## src/rtl/hgw_pkg.sv

```systemverilog
package hgw_pkg;
    typedef enum logic {
        FR_HEADER  = 1'b0,
        FR_PAYLOAD = 1'b1
    } fr_state_t;

    typedef enum logic {
        PD_PASS = 1'b0,
        PD_FILL = 1'b1
    } pd_state_t;

    localparam int MARK_START  = 0;
    localparam int MARK_FINISH = 1;
    localparam int MARK_W      = 2;
endpackage

```

## src/rtl/hgw_framer.sv

```systemverilog
module hgw_framer
    import hgw_pkg::*;
#(
    parameter int DATA_W = 32,
    parameter int LEN_W  = 16
) (
    input  logic              clk,
    input  logic              rst_n,
    input  logic              req,
    input  logic [DATA_W-1:0] data,
    output logic              ack,
    input  logic              full,
    output logic              push,
    output logic [DATA_W-1:0] wdata,
    output logic [MARK_W-1:0] mark
);
    localparam logic [LEN_W-1:0] LEN_ONE = LEN_W'(1);

    fr_state_t        state, state_d;
    logic [LEN_W-1:0] rem, rem_d;
    logic [LEN_W-1:0] hdr_len;

    assign hdr_len = data[LEN_W-1:0];

    always_ff @(posedge clk or negedge rst_n) begin
        if (!rst_n) begin
            state <= FR_HEADER;
            rem   <= '0;
        end else begin
            state <= state_d;
            rem   <= rem_d;
        end
    end

    always_comb begin
        ack     = req & ~full;
        push    = ack;
        wdata   = data;
        mark    = '0;
        state_d = state;
        rem_d   = rem;
        unique case (state)
            FR_HEADER: begin
                mark[MARK_START]  = 1'b1;
                mark[MARK_FINISH] = (hdr_len == '0);
                if (ack && hdr_len != '0) begin
                    state_d = FR_PAYLOAD;
                    rem_d   = hdr_len;
                end
            end
            FR_PAYLOAD: begin
                mark[MARK_FINISH] = (rem == LEN_ONE);
                if (ack) begin
                    rem_d = rem - LEN_ONE;
                    if (rem == LEN_ONE) state_d = FR_HEADER;
                end
            end
        endcase
    end

    // after a finish-marked push the framer expects a header
    p_finish_to_header_r4: assert property (@(posedge clk) disable iff (!rst_n)
        (push && mark[MARK_FINISH]) |=> (state == FR_HEADER));

    // inside a payload there is always at least one word left
    p_payload_left_r4: assert property (@(posedge clk) disable iff (!rst_n)
        (state == FR_PAYLOAD) |-> (rem != '0));

    // a cycle without a push does not move the framing position
    p_stall_holds_r6: assert property (@(posedge clk) disable iff (!rst_n)
        !push |=> ($stable(state) && $stable(rem)));
endmodule

```

## src/rtl/hgw_padder.sv

```systemverilog
module hgw_padder
    import hgw_pkg::*;
#(
    parameter int DATA_W    = 32,
    parameter int MIN_WORDS = 4
) (
    input  logic              clk,
    input  logic              rst_n,
    input  logic              rx_empty,
    input  logic [DATA_W-1:0] rx_data,
    input  logic              rx_finish,
    output logic              rx_pop,
    output logic              host_req,
    output logic [DATA_W-1:0] host_data,
    output logic              host_end,
    input  logic              host_ack
);
    localparam int              CNT_W = $clog2(MIN_WORDS + 1);
    localparam logic [CNT_W:0]  MIN_V = (CNT_W + 1)'(MIN_WORDS);

    pd_state_t        state, state_d;
    logic [CNT_W-1:0] cnt, cnt_d;
    logic [CNT_W:0]   cnt_inc;
    logic             xfer;

    assign cnt_inc = {1'b0, cnt} + 1'b1;

    always_ff @(posedge clk or negedge rst_n) begin
        if (!rst_n) begin
            state <= PD_PASS;
            cnt   <= '0;
        end else begin
            state <= state_d;
            cnt   <= cnt_d;
        end
    end

    always_comb begin
        host_req  = 1'b0;
        host_data = rx_data;
        host_end  = 1'b0;
        rx_pop    = 1'b0;
        xfer      = 1'b0;
        state_d   = state;
        cnt_d     = cnt;
        unique case (state)
            PD_PASS: begin
                host_req = ~rx_empty;
                xfer     = host_req & host_ack;
                rx_pop   = xfer;
                if (xfer) begin
                    if (rx_finish) begin
                        if (cnt_inc >= MIN_V) begin
                            host_end = 1'b1;
                            cnt_d    = '0;
                        end else begin
                            cnt_d   = cnt_inc[CNT_W-1:0];
                            state_d = PD_FILL;
                        end
                    end else if (cnt_inc <= MIN_V) begin
                        cnt_d = cnt_inc[CNT_W-1:0];
                    end
                end
            end
            PD_FILL: begin
                host_req  = 1'b1;
                host_data = '0;
                xfer      = host_ack;
                if (xfer) begin
                    if (cnt_inc == MIN_V) begin
                        host_end = 1'b1;
                        cnt_d    = '0;
                        state_d  = PD_PASS;
                    end else begin
                        cnt_d = cnt_inc[CNT_W-1:0];
                    end
                end
            end
        endcase
    end

    // a pop only happens on an acknowledged, present head word
    p_pop_on_ack_r7: assert property (@(posedge clk) disable iff (!rst_n)
        rx_pop |-> (host_ack && !rx_empty));

    // the network FIFO is left alone while padding
    p_fill_no_pop_r10: assert property (@(posedge clk) disable iff (!rst_n)
        (state == PD_FILL) |-> !rx_pop);

    // padding words are zero
    p_fill_zero_r8: assert property (@(posedge clk) disable iff (!rst_n)
        (host_req && state == PD_FILL) |-> (host_data == '0));

    // completion restarts the word count
    p_end_clears_r8: assert property (@(posedge clk) disable iff (!rst_n)
        (host_end && host_ack) |=> (cnt == '0 && state == PD_PASS));
endmodule

```

## src/rtl/hgw_top.sv

```systemverilog
module hgw_top
    import hgw_pkg::*;
#(
    parameter int DATA_W    = 32,
    parameter int LEN_W     = 16,
    parameter int MIN_WORDS = 4
) (
    input  logic              clk,
    input  logic              rst_n,
    input  logic              h2n_req,
    input  logic [DATA_W-1:0] h2n_data,
    output logic              h2n_ack,
    input  logic              net_full,
    output logic              net_push,
    output logic [DATA_W-1:0] net_wdata,
    output logic [MARK_W-1:0] net_mark,
    input  logic              rx_empty,
    input  logic [DATA_W-1:0] rx_data,
    input  logic              rx_finish,
    output logic              rx_pop,
    output logic              host_req,
    output logic [DATA_W-1:0] host_data,
    output logic              host_end,
    input  logic              host_ack
);
    hgw_framer #(.DATA_W(DATA_W), .LEN_W(LEN_W)) u_framer (
        .clk   (clk),
        .rst_n (rst_n),
        .req   (h2n_req),
        .data  (h2n_data),
        .ack   (h2n_ack),
        .full  (net_full),
        .push  (net_push),
        .wdata (net_wdata),
        .mark  (net_mark)
    );

    hgw_padder #(.DATA_W(DATA_W), .MIN_WORDS(MIN_WORDS)) u_padder (
        .clk       (clk),
        .rst_n     (rst_n),
        .rx_empty  (rx_empty),
        .rx_data   (rx_data),
        .rx_finish (rx_finish),
        .rx_pop    (rx_pop),
        .host_req  (host_req),
        .host_data (host_data),
        .host_end  (host_end),
        .host_ack  (host_ack)
    );
endmodule

```

## config.mk

```make
export PLATFORM = sky130hd
export DESIGN_NAME = hgw_top
export DESIGN_NICKNAME = d
export VERILOG_FILES = /design/src/rtl/hgw_pkg.sv /design/src/rtl/hgw_framer.sv /design/src/rtl/hgw_padder.sv /design/src/rtl/hgw_top.sv
export SDC_FILE = /design/constraint.sdc
export NUM_CORES = 1
export LEC_CHECK = 0
export ABC_CLOCK_PERIOD_IN_PS = 2000
export CAP_MARGIN = 10
export CORE_ASPECT_RATIO = 0.6
export CORE_MARGIN = 2
export CORE_UTILIZATION = 32
export CTS_CLUSTER_DIAMETER = 120
export DETAILED_ROUTE_END_ITERATION = 10
export GPL_TIMING_DRIVEN = 0
export PLACE_DENSITY_LB_ADDON = 0.1
export SYNTH_ARGS = -nofsm -noshare
export SYNTH_HDL_FRONTEND = slang
export SYNTH_SLANG_ARGS = --single-unit
```

## constraint.sdc

```tcl
create_clock -name clk -period 2 [get_ports clk]
set_input_delay 0.3 -clock clk [delete_from_list [all_inputs] [get_ports clk]]
set_output_delay 0.3 -clock clk [all_outputs]
set_load 0.05 [all_outputs]
```

# Word level (Yosys, flattened, before mapping)
# Cells that the tools add are included.
# word_totals
out_inout_bits	71
in_bits	71
elab_cells	57
reg_bits	21
# op_classes
n_addsub	2
order_cmp	2
n_eq_ne	7
muxes	31
bitwise_logic	6
n_reduce_logical	5
# op_table
operator	count
2-to-1 mux 16 bit	2
2-to-1 mux 32 bit	1
one-hot mux 16 bit (2 select lines)	1
2-to-1 mux 3 bit	6
== test 16 x 1 -> 1 bit, second input constant	1
logical NOT 16 bit	1
nonzero test 16 bit	1
subtractor 16 x 1 -> 16 bit, second input constant	1
2-to-1 mux 1 bit	15
one-hot mux 1 bit (2 select lines)	5
one-hot mux 3 bit (2 select lines)	1
adder 3 x 1 -> 4 bit, second input constant	1
== test 4 x 3 -> 1 bit, second input constant	1
>= comparator 4 x 3 -> 1 bit, second input constant	1
<= comparator 4 x 3 -> 1 bit, second input constant	1
!= test 2 x 1 -> 1 bit, second input constant	2
!= test 2 bit, second input constant	2
inverter 1 bit	4
!= test 3 x 2 -> 1 bit, second input constant	1
AND reduction 3 bit	1
bitwise AND 1 bit	2
AND reduction 2 bit	1
logical AND 1 bit	1

# Depth between registers and ports, before layout
# Gate-level depths: netlist of the first run.
# logic_depth
ltp_word	6
mapped_depth	7
ltp_nobuf	6

# By module
# A second synthesis of the first run with hierarchy kept.
# hier_totals
hier_cells	251
hier_area_um2	2110.8
# by_module_without_submodules
mod	seq_area_each_um2	instances	area_each_um2	cells_per_inst
hgw_framer	425.4	1	1565.3	177
hgw_padder	100.1	1	545.5	74

# Least setup slack after synthesis of the first run
# Ideal clock, no wire load.
# synth_timing
kind	register -> output
from	register u_framer.rem[10]
to	output net_mark[1]
arrival_ns	2.470
t_required_ns	1.700
path_stages_with_launch	6
n_path_buf	1
slack_ns	-0.770
path_cell_list	dfrtp_1 or4_1 buf_2 nor3_1 nand2_1 o21ai_0
# synth_via
elab_chain_len	2
# synth_rtl
element	line	rtl
start: declaration	hgw_framer.sv:20	logic [LEN_W-1:0] rem, rem_d;
start signal: assignment	hgw_framer.sv:31	rem <= rem_d;
== test 16 x 1 -> 1 bit	hgw_framer.sv:52	mark[MARK_FINISH] = (rem == LEN_ONE);
one-hot mux 1 bit (2 select lines)	hgw_framer.sv:42	unique case (state)
end: declaration	hgw_top.sv:16	output logic [MARK_W-1:0] net_mark,
# No other way between the ends.

# Worst setup path after layout of the first run
# layout_timing
from	register u_framer.rem[8]
to	output net_mark[1]
# Same word-level chain as after synthesis.

==> results of run 1 <==
[sequential cells by signal, summed over array words and instances, names as in the netlist]
| signal | cells |
|---|---|
| u_framer.state | 1 |
| u_framer.rem | 16 |
| u_padder.cnt | 3 |
| u_padder.state | 1 |
[logic make-up (layout without fill, tap and decap cells)]
family          count (synthesis)  in the layout  share of synthesized area
compound gates                 71             71                      0.244
fa+ha+maj                       3              3                     0.0183
buf+inv                        62            210                      0.175
flops                          21             21                      0.257
mux                             5              5                     0.0244
simple gates                   99             99                      0.282
[Yosys cell counts, types with 2 or more instances]
master	instances	share of area
nor2b_1	34	0.10
buf_4	33	0.12
dfrtp_1	21	0.26
a21oi_1	16	0.039
clkbuf_1	16	0.029
nor2_1	12	0.022
inv_1	11	0.020
o21ai_0	9	0.022
nand2_1	8	0.015
nor3_1	8	0.020
or4_1	7	0.026
a221oi_1	6	0.026
nand3_1	6	0.015
nor4_1	6	0.018
o22ai_1	6	0.018
a21o_1	5	0.018
a31oi_1	5	0.015
mux2i_1	5	0.024
o211ai_1	4	0.015
a221o_1	3	0.015
a22o_1	3	0.013
and3_1	3	0.0092
ha_1	3	0.018
o22a_1	3	0.013
or3_1	3	0.0092
a311o_1	2	0.0098
and2_1	2	0.0061
buf_2	2	0.0049
nand4_1	2	0.0061
nor3b_1	2	0.0073
o221a_2	2	0.011
o31ai_1	2	0.0073
[worst min path at each step]
stage	start	end	slack [ns]	cells past startpoint
6_report	h2n_data[11]	u_framer.rem[11]$_DFFE_PN0P_	0.47	3
5_1_grt	h2n_data[10]	u_framer.rem[10]$_DFFE_PN0P_	0.50	3
4_1_cts	u_padder.cnt[1]$_DFFE_PN0P_	u_padder.cnt[1]$_DFFE_PN0P_	0.54	2
3_5_place_dp	u_padder.cnt[1]$_DFFE_PN0P_	u_padder.cnt[1]$_DFFE_PN0P_	0.52	2
3_3_place_gp	u_padder.cnt[1]$_DFFE_PN0P_	u_padder.cnt[1]$_DFFE_PN0P_	0.50	2
2_1_floorplan	rst_n	u_framer.rem[0]$_DFFE_PN0P_	0.004	0
[where the power goes]
group,internal (uW),switching [uW],total (uW)
clock,140,157,296
combinational,694,1360,2050
sequential,495,93.2,589
[placed cells by master, fill, tap and decap left out, drive strengths merged, types with 3 or more instances in the layout]
cell           count
buf               77
clkdlybuf4s50     66
nor2b             34
dlygate4sd2       21
dfrtp             21
a21oi             16
clkdlybuf4s15     14
clkbuf            13
nor2              12
inv               11
o21ai              9
nand2              8
nor3               8
nor4               7
or4                7
o22ai              6
nand3              6
a221oi             6
a21o               5
mux2i              5
a31oi              5
o211ai             4
dlymetal6s2s       4
or3                3
o22a               3
a22o               3
a221o              3
and3               3
clkdlybuf4s18      3
ha                 3
[routing by layer]
layer  GRT usage  part of all wire  vias to the layer above
met5           0                 0                        -
met2       0.278              0.43                      136
li1            -                 -                     1225
met4      0.0292            0.0046                        0
met3      0.0591             0.098                        4
met1       0.306              0.46                     1206
[layout make-up]
class	instances	area, um^2	share of cell area
well taps	84	105	0.0279
clock buffers	3	41.3	0.0109
clock inverters	1	5.00	0.00133
inverters	11	43.8	0.0116
flip-flops and latches	21	532	0.141
repair buffers	150	1380	0.365
multi-input cells	178	1360	0.361
plain buffers	45	307	0.0813
[what timing repair did]
item / 4_1_cts / 5_1_grt
setup endpoints to repair: 71 / 46
gates resized for setup: 178 / 46
endpoints found under the hold margin: 0 / 0
setup buffers: 18 / 7
pin swaps: 12 / 12
[worst register-to-register path: cells and delay by family, from the launching register on]
kind | cells | cell delay (ns)
and+or+nand+nor | 2 | 1.09
AOI/OAI and AO/OA | 2 | 0.26
buffers and inverters | 2 | 0.28
DFF | 1 | 0.42
[per-stage QoR]
stage / worst slack, ns / setup TNS [ns] / area [um^2]
6_report: -0.212 / -0.500 / 3770
5_1_grt: -0.250 / -0.721 / 3770
4_1_cts: -0.178 / -0.284 / 3740
3_5_place_dp: -1.50 / -20.69 / 3420
3_3_place_gp: -1.49 / -19.71 / 3420
2_1_floorplan: -0.0471 / -0.0471 / 2070
==> key figures, run 1 <==
Pwr
  • Overall power: 2940 uW
  • PwrDens: 779 nW/um^2
  • Worst VDD drop: 0.419 mV
  • LEAKAGE: 0.00163 uW

Placed design
  • Port Buffers: 125
  • DP HPWL: 5610 um
  • Inst Count DP: 470
  • Placer Congestion: 0.854

Timing
  • Final Critical Period: 2.21 ns
  • Least-Margin Pin Slew: 1.00 ns
  • Endpoints failing setup: 4
  • RSZ-0062 raised after global routing: yes
  • Final Max Tran Viols: 0
  • Final Hold Fails: 0
  • Max Fclk: 0.452 GHz
  • Worst clock skew: 0.00436 ns
  • Fin crit share: 1.11
  • Slew Limit Headroom: 0.331
  • Final WS setup: -0.212 ns
  • Worst hold margin: 0.467 ns

Floorplanning
  • Die Y-Extent: 66.0 um
  • Core box area: 6140 um^2
  • DIE AREA: 7080 um^2
  • Starting density of the core: 0.334
  • Num ports: 142
  • Core Rows: 22
  • Die X-Extent: 107 um

Final layout
  • Final cell count without fillers: 493
  • Fillcell total: 531
  • Final Util: 0.614
  • Share of cells above drive strength 1: 0.342
  • Syn-to-layout area delta: 84.1%
  • Nets@finish: 484
  • Diode count: 0

Clock network
  • CTS tree: built
  • Post-CTS Hold Fix Bufs: 0
  • Clock latency on the worst-skew pair: 0.27 ns
  • Clock transition at the registers of the reported paths: 0.08 ns
  • CTS Buf Count: 3
  • Clk sinks: 21
  • H-tree Lvls: 1
  • Clock Path Buffers: 2
  • Clk root buf: clkbuf_8

Route
  • DR pass1 iterations: 5
  • Wire length per cell: 15.4 um
  • # DRC: 0
  • Post-Route WL: 7590 um
  • ANT nets after route: 0
  • Drt first-iter violations: 154
  • Via-to-Cell Ratio: 5.22
  • Routed via count: 2571

Setup path
  • Crit path required time: 1.70 ns
  • Top Family by Delay on Critical Path: simple AND/OR/NAND/NOR gates
  • Kind of critical path: reg -> out
  • FF-to-FF Start: u_framer.rem[8]$_DFFE_PN0P_
  • WP buf/inv: 1
  • Crit path depth: 5
  • Critical Path, Cell by Cell: or4_4, nor3_4, nand2_2, o21ai_4, buf_6
  • Setup crit end kind: output port
  • Worst reg2reg path depth: 6
  • R2R Setup Slk: -0.15 ns
  • Startpoint Class: flip-flop
  • Worst Setup EP: net_mark[1]
  • Slowest stage cell, crit path: or4_4
  • Slowest stage delay, CP: 0.56 ns
  • Crit path arrival time: 1.91 ns
  • CP Launch Point: u_framer.rem[8]$_DFFE_PN0P_
  • Crit Path Max Fanout: 2
  • Reg2Reg Capture Point: u_framer.rem[15]$_DFFE_PN0P_

Global routing
  • First-pass GRT wire length: 11200 um
  • Grt total ovfl: 0
  • Initial antenna violation count: 0
  • Number of global-route vias before repair: 2165
  • Largest net degree at the start of global routing: 22
  • GRT Util Overall: 0.201

Synth
  • Synthesized area: 2050 um^2
  • Mapped Avg Cell Area: 7.85 um^2
  • Syn Inst Count: 261
  • Number of synthesized register bits: 21
  • Sequential fraction of the synthesis area: 0.257
  • EDFF count, synth: 0
  • Synth warn: 0
  • FFs w/ async S/R, synth: 1.00
  • Syn Nets: 335
  • Synth cell types: 43
  • Ys flop type: dfrtp_1

Min path
  • HP Class: in -> reg

Outcome
  • Failing checks: setup timing
  • Run status: finished with violations

Job
  • Max Cap Viol: 0
(Power assumes the default switching activity.)
==> inputs of run 2 (changes only) <==
Settings changed: ABC_AREA set to 1, CORE_UTILIZATION 32 to 33, CTS_CLUSTER_DIAMETER 120 to not set.
==> run 2 against run 1 <==
The flow now finishes without violations. Clock-buffer cell count increased by 1. Cell count rose by 15%. Area after synthesis increased by 3.7%. Critical endpoint is now net_push. First-iteration DRC count is 25% lower. Critical path depth unchanged. Sequential share of layout area is 1.1 points higher. Via count decreased by 3.2%. Clock skew fell by 0.0027 ns. Non-clock buffer count fell by 25. Combinational power grew 34%.
==> key figures, run 2 <==
Outcome
  • Run status: complete, no violations

Clock network
  • Clock Path Buffers: 2 (unchanged)
  • Clk sinks: 21 (unchanged)
  • Clock transition at the registers of the reported paths: 0.08 ns (about the same)
  • Post-CTS Hold Fix Bufs: 0 (unchanged)
  • H-tree Lvls: 1 (unchanged)
  • CTS tree: built
  • Clock latency on the worst-skew pair: 0.26 ns (about the same)
  • CTS Buf Count: 3 (unchanged)
  • Clk root buf: clkbuf_8

Timing
  • Final Max Tran Viols: 0 (unchanged)
  • Endpoints failing setup: 0 (-4)
  • Final Critical Period: 1.92 ns (-0.294 ns)
  • Final Hold Fails: 0 (unchanged)
  • Worst clock skew: 0.00171 ns (-0.00265 ns)
  • Worst hold margin: 0.524 ns (+0.0569 ns)
  • Max Fclk: 0.521 GHz (+15%)
  • Slew Limit Headroom: 0.304 (-0.0277)
  • Fin crit share: 0.959 (-0.147)
  • RSZ-0062 raised after global routing: no
  • Least-Margin Pin Slew: 1.04 ns (+0.0414 ns)

Global routing
  • Gr busiest metal: met1
  • Initial antenna violation count: 0 (unchanged)
  • Number of global-route vias before repair: 2069 (-4.4%)
  • First-pass GRT wire length: 9960 um (-11%)
  • Met1 GRT Util: 0.267 (-0.0395)
  • GRT Util Overall: 0.175 (-0.0257)
  • Met3 usage: 0.0345 (-0.0246)
  • Grt total ovfl: 0 (unchanged)
  • Largest net degree at the start of global routing: 22 (unchanged)
  • Met2 global-route usage: 0.263 (-0.0151)

Final layout
  • Regs by FF count: u_framer.rem x16, u_padder.cnt x3
  • Top reg by flops: u_framer.rem
  • Share of cells above drive strength 1: 0.216 (-0.126)
  • Number of flip-flops in the largest register: 16 (unchanged)
  • Area of the multi-input gates: 1100 um^2 (-19%)
  • Nets@finish: 560 (+16%)
  • Sequential Area: 526 um^2 (-1.2%)
  • Most common cell after layout, fill and taps aside: nand2_1
  • Most frequent cells in the layout: nand2_1, clkdlybuf4s50_1, nor2_1
  • Diode count: 0 (unchanged)
  • Syn-to-layout area delta: 63.1%
  • Fillcell total: 638 (+20%)

Floorplanning
  • DIE AREA: 7110 um^2 (+0.50%)
  • Core box area: 6170 um^2 (+0.45%)
  • Die Y-Extent: 66.1 um (+0.25%)
  • Core Rows: 22 (unchanged)
  • Num ports: 142 (unchanged)
  • Starting density of the core: 0.344 (+0.0107)
  • Die X-Extent: 108 um (+0.25%)

Pwr
  • Overall power: 3820 uW (+30%)
  • Worst VDD drop: 0.519 mV (+24%)
  • PwrDens: 1100 nW/um^2 (+42%)
  • LEAKAGE: 0.00182 uW (+11%)

Route
  • Routed via count: 2488 (-3.2%)
  • Wire length per cell: 11.3 um (-26%)
  • Post-Route WL: 6450 um (-15%)
  • ANT nets after route: 0 (unchanged)
  • Drt first-iter violations: 116 (-25%)
  • Via-to-Cell Ratio: 4.37 (-16%)
  • DR pass1 iterations: 4 (-1)
  • # DRC: 0 (unchanged)

Synth
  • Synth warn: 0 (unchanged)
  • Synthesized area: 2120 um^2 (+3.7%)
  • Synth Area in Simple Gates: 0.405 (+0.124)
  • Sequential fraction of the synthesis area: 0.247 (-0.00907)
  • Mapped Avg Cell Area: 6.01 um^2 (-23%)
  • Synth cell types: 30 (-30%)
  • EDFF count, synth: 0 (unchanged)
  • Mux cell area share after synthesis: 0 (-0.0244)
  • Synth area leader: dfrtp_1
  • Post-synthesis adder-cell area fraction: 0.0177 (-0.000648)
  • Syn Inst Count: 353 (+35%)
  • Compound-Gate Fraction of Synth Area: 0.0801 (-0.164)
  • Post-synth top cells: nand2_1, nor2_1, inv_1
  • Post-synth top area share: 0.247 (-0.00907)
  • XOR/XNOR share of the synthesized area: 0 (unchanged)
  • Ys flop type: dfrtp_1
  • Synth top area cells: dfrtp_1, nand2_1, nor2_1
  • Count leader, synth: nand2_1
  • Syn Nets: 427 (+27%)
  • Number of synthesized register bits: 21 (unchanged)
  • Largest family of logic cells by synthesized area: simple AND/OR/NAND/NOR gates
  • FFs w/ async S/R, synth: 1.00 (unchanged)

Min path
  • HP Class: reg -> reg
  • Hold_sp: u_framer.rem[15]$_DFFE_PN0P_

Setup path
  • Setup crit end kind: output port
  • Startpoint Class: primary input
  • Crit path required time: 1.70 ns (about the same)
  • R2R Setup Slk: 0.26 ns (+0.41 ns)
  • Kind of critical path: in -> out
  • Crit path arrival time: 1.62 ns (-0.29 ns)
  • Reg2Reg Capture Point: u_framer.rem[10]$_DFFE_PN0P_
  • Worst Setup EP: net_push
  • Crit Path Max Fanout: 6 (+4)
  • FF-to-FF Start: u_framer.rem[0]$_DFFE_PN0P_
  • CP Launch Point: h2n_req
  • Worst reg2reg path depth: 9 (+3)

Placed design
  • Placer Congestion: 0.886 (+3.7%)
  • DP HPWL: 5370 um (-4.3%)
  • Port Buffers: 125 (unchanged)

Job
  • Max Cap Viol: 0 (unchanged)
[run 2: cell types whose count changed after synthesis, moves of 9 or more]
cell and change:
nand2_1 +78, a21oi_1 -9, nor2b_1 -34, nand3_1 +16
nor2_1 +59, clkbuf_1 -16, inv_1 +42
[run 2: final cells by class]
| class | instances | share of cell area |
|---|---|---|
| Timing Repair Buffer | 128 | 0.334 |
| Buffer | 42 | 0.0907 |
| Multi-Input combinational cell | 233 | 0.317 |
| Tap cell | 84 | 0.0304 |
| Sequential cell | 21 | 0.152 |
| Clock buffer | 4 | 0.0130 |
| Inverter | 57 | 0.0632 |
[run 2: worst min path at each step]
stage,endpoint,slack [ns],depth (start not counted)
global route,u_framer.rem[15]$_DFFE_PN0P_,0.56,2
CTS,u_framer.rem[15]$_DFFE_PN0P_,0.53,2
finish,u_framer.rem[15]$_DFFE_PN0P_,0.52,2
floorplan,u_framer.rem[0]$_DFFE_PN0P_,0.004,0
global placement,u_padder.cnt[1]$_DFFE_PN0P_,0.50,2
detailed placement,u_padder.cnt[1]$_DFFE_PN0P_,0.51,2
[run 2: cell families after synthesis]
logic type | after synthesis
buf+inv | 99
simple gates | 200
compound gates | 30
fa+ha+maj | 3
flops | 21
[run 2: through the flow]
step	cell area, um^2	cells	TNS (ns)	utilization	setup WS [ns]
2_1_floorplan	2140	353	0	-	0.0135
3_3_place_gp	3490	562	-2.38	0.567	-0.455
3_5_place_dp	3490	562	-2.51	0.567	-0.447
4_1_cts	3500	566	0	0.568	0.00936
5_1_grt	3460	569	0	0.561	0.00196
6_report	3460	569	0	0.561	0.0819
[run 2: critical path, cell delays in order]
cell and delay (ns):
clkdlybuf4s50_1 0.45, inv_1 0.05, nor2_4 0.16, buf_4 0.13, dlygate4sd2_1 0.52
[run 2: per-layer routing]
layer,part of all wire,vias to the layer above
met1,0.49,1089
met5,0,-
met3,0.072,4
met2,0.43,87
met4,0.0019,0
li1,-,1308
[run 2: what timing repair did]
item | CTS | global route
pin swaps | 0 | 1
setup endpoints to repair | 55 | 32
setup buffers | 0 | 3
gates resized for setup | 91 | 43
[run 2: power by group]
part | total, uW | switching, uW | leakage, uW | internal [uW]
Clock | 284 | 142 | 0.0000228 | 142
Combinational | 2740 | 1880 | 0.00153 | 868
Sequential | 796 | 193 | 0.000264 | 603
Total | 3820 | 2210 | 0.00182 | 1610
==> inputs of run 3 (changes only) <==
Settings changed: CTS_CLUSTER_DIAMETER set to 150, RECOVER_POWER set to 25.
==> run 3 against run 2 <==
Clock power is essentially flat. Sequential power is essentially flat. Sequential cell count is the same. Global-route usage is the same. Design area is the same. Die area is the same. Via count is the same. Critical path type unchanged. Largest power group unchanged.
==> key figures, run 3 (synthesis gave the netlist of run 2 again) <==
Clock network
  • Clock transition at the registers of the reported paths: 0.08 ns (about the same)
  • Clock latency on the worst-skew pair: 0.26 ns (about the same)
  • Clk sinks: 21 (unchanged)
  • CTS Buf Count: 3 (unchanged)
  • Clock Path Buffers: 2 (unchanged)
  • H-tree Lvls: 1 (unchanged)
  • CTS tree: built
  • Clk root buf: clkbuf_8

Timing
  • Least-Margin Pin Slew: 1.05 ns (+0.0101 ns)
  • Slew Limit Headroom: 0.297 (-0.00690)
  • Final Hold Fails: 0 (unchanged)
  • Final Max Tran Viols: 0 (unchanged)
  • Endpoints failing setup: 0 (unchanged)
  • Final Critical Period: 1.92 ns (unchanged)
  • Fin crit share: 0.959 (unchanged)
  • Final WS setup: 0.0819 ns (unchanged)
  • Worst clock skew: 0.00171 ns (unchanged)
  • Max Fclk: 0.521 GHz (unchanged)
  • Total Neg Setup Slack: 0 ns (unchanged)
  • RSZ-0062 raised after global routing: no

Final layout
  • Syn-to-layout area delta: 63.1% (unchanged)
  • Most frequent cells in the layout: nand2_1, nor2_1, clkdlybuf4s50_1
  • Nets@finish: 560 (unchanged)
  • Top reg by flops: u_framer.rem
  • Most common cell after layout, fill and taps aside: nand2_1
  • Regs by FF count: u_framer.rem x16, u_padder.cnt x3
  • Diode count: 0 (unchanged)
  • Fillcell total: 638 (unchanged)
  • Sequential Area: 526 um^2 (unchanged)
  • Number of flip-flops in the largest register: 16 (unchanged)
  • Share of cells above drive strength 1: 0.216 (unchanged)
  • Area of the multi-input gates: 1100 um^2 (unchanged)

Route
  • # DRC: 0 (unchanged)
  • Wire length per cell: 11.3 um (about the same)
  • Post-Route WL: 6450 um (about the same)
  • Via-to-Cell Ratio: 4.37 (unchanged)
  • ANT nets after route: 0 (unchanged)
  • Routed via count: 2488 (unchanged)
  • DR pass1 iterations: 4 (unchanged)
  • Drt first-iter violations: 116 (unchanged)

Placed design
  • Port Buffers: 125 (unchanged)
  • Placer Congestion: 0.886 (unchanged)
  • DP HPWL: 5370 um (unchanged)
  • Pre-CTS WS: -0.447 ns (unchanged)

Pwr
  • Worst VDD drop: 0.519 mV (unchanged)
  • Net load switching power: 2210 uW (about the same)
  • Reg power frac: 0.208 (about the same)
  • Overall power: 3820 uW (about the same)
  • Internal: 1610 uW (about the same)
  • LEAKAGE: 0.00182 uW (about the same)
  • Clock power share: 0.074 (about the same)
  • Combinational share of power: 0.717 (about the same)
  • PwrDens: 1100 nW/um^2 (about the same)
  • Net Sw Frac: 0.578 (about the same)

Setup path
  • Setup crit end kind: output port
  • Crit path arrival time: 1.62 ns (about the same)
  • Startpoint Class: primary input
  • Worst reg2reg path depth: 9 (unchanged)
  • Reg2Reg Capture Point: u_framer.rem[10]$_DFFE_PN0P_
  • FF-to-FF Start: u_framer.rem[0]$_DFFE_PN0P_
  • Crit path required time: 1.70 ns (about the same)
  • R2R Setup Slk: 0.26 ns (about the same)
  • Kind of critical path: in -> out
  • Crit Path Max Fanout: 6 (unchanged)

Floorplanning
  • Num ports: 142 (unchanged)
  • Core box area: 6170 um^2 (unchanged)
  • Die Y-Extent: 66.1 um (unchanged)
  • Starting density of the core: 0.344 (unchanged)
  • DIE AREA: 7110 um^2 (unchanged)
  • Core Rows: 22 (unchanged)
  • Die X-Extent: 108 um (unchanged)

Min path
  • Hold_sp: u_framer.rem[15]$_DFFE_PN0P_
  • Worst hold path cell count: 2 (unchanged)
  • HP Class: reg -> reg
  • Hold EP: u_framer.rem[15]$_DFFE_PN0P_

Global routing
  • Grt total ovfl: 0 (unchanged)
  • Largest net degree at the start of global routing: 22 (unchanged)
  • Initial antenna violation count: 0 (unchanged)
  • Number of global-route vias before repair: 2069 (unchanged)
  • GRT Util Overall: 0.175 (unchanged)
  • First-pass GRT wire length: 9960 um (unchanged)

Outcome
  • Run status: complete, no violations

Job
  • Max Cap Viol: 0 (unchanged)
## run 3: final cells by class
| type | count | area share |
|---|---|---|
| clock buffers | 4 | 0.0130 |
| repair buffers | 128 | 0.334 |
| well taps | 84 | 0.0304 |
| inverters | 57 | 0.0632 |
| multi-input cells | 233 | 0.317 |
| plain buffers | 42 | 0.0907 |
| flip-flops and latches | 21 | 0.152 |
## run 3: power groups by stage
stage / registers, uW / logic [uW] / clock network (uW)
2_1_floorplan: 741 / 2000 / 0
3_3_place_gp: 785 / 2780 / 0
3_5_place_dp: 789 / 2810 / 0
4_1_cts: 782 / 2700 / 301
5_1_grt: 825 / 2970 / 322
6_report: 796 / 2740 / 284
## run 3: routing by layer
| layer | track usage | vias to the layer above | routed length, um |
|---|---|---|---|
| met5 | 0 | - | 0 |
| met4 | 0.0144 | 0 | 12 |
| met3 | 0.0345 | 4 | 461 |
| met2 | 0.263 | 87 | 2800 |
| met1 | 0.267 | 1089 | 3170 |
| li1 | - | 1308 | - |
## run 3: worst max path at each step
| stage | start | end | slack (ns) |
|---|---|---|---|
| 2_1_floorplan | u_padder.state$_DFF_PN0_ | host_end | 0.01 |
| 3_3_place_gp | h2n_data[4] | net_mark[1] | -0.45 |
| 3_5_place_dp | h2n_data[4] | net_mark[1] | -0.45 |
| 4_1_cts | u_padder.state$_DFF_PN0_ | host_data[14] | 0.009 |
| 5_1_grt | u_padder.cnt[1]$_DFFE_PN0P_ | host_end | 0.002 |
| 6_report | h2n_req | net_push | 0.08 |
## run 3: what timing repair did
item                       CTS  global route
gates cloned                 0             0
setup endpoints to repair   55            32
buffers inserted             0             3
hold buffers                 0             0
gates resized for setup     91            43
pin swaps                    0             1
## run 3: through the flow
step           hold slack, ns  std cells   util  area, um^2
3_3_place_gp            0.499        562  0.567        3490
2_1_floorplan         0.00441        353      -        2140
6_report                0.524        569  0.561        3460
4_1_cts                 0.530        566  0.568        3500
3_5_place_dp            0.508        562  0.567        3490
5_1_grt                 0.563        569  0.561        3460
## run 3: critical path: stages
cell	delay [ns]
clkdlybuf4s50_1	0.45
inv_1	0.05
nor2_4	0.16
buf_4	0.13
dlygate4sd2_1	0.52
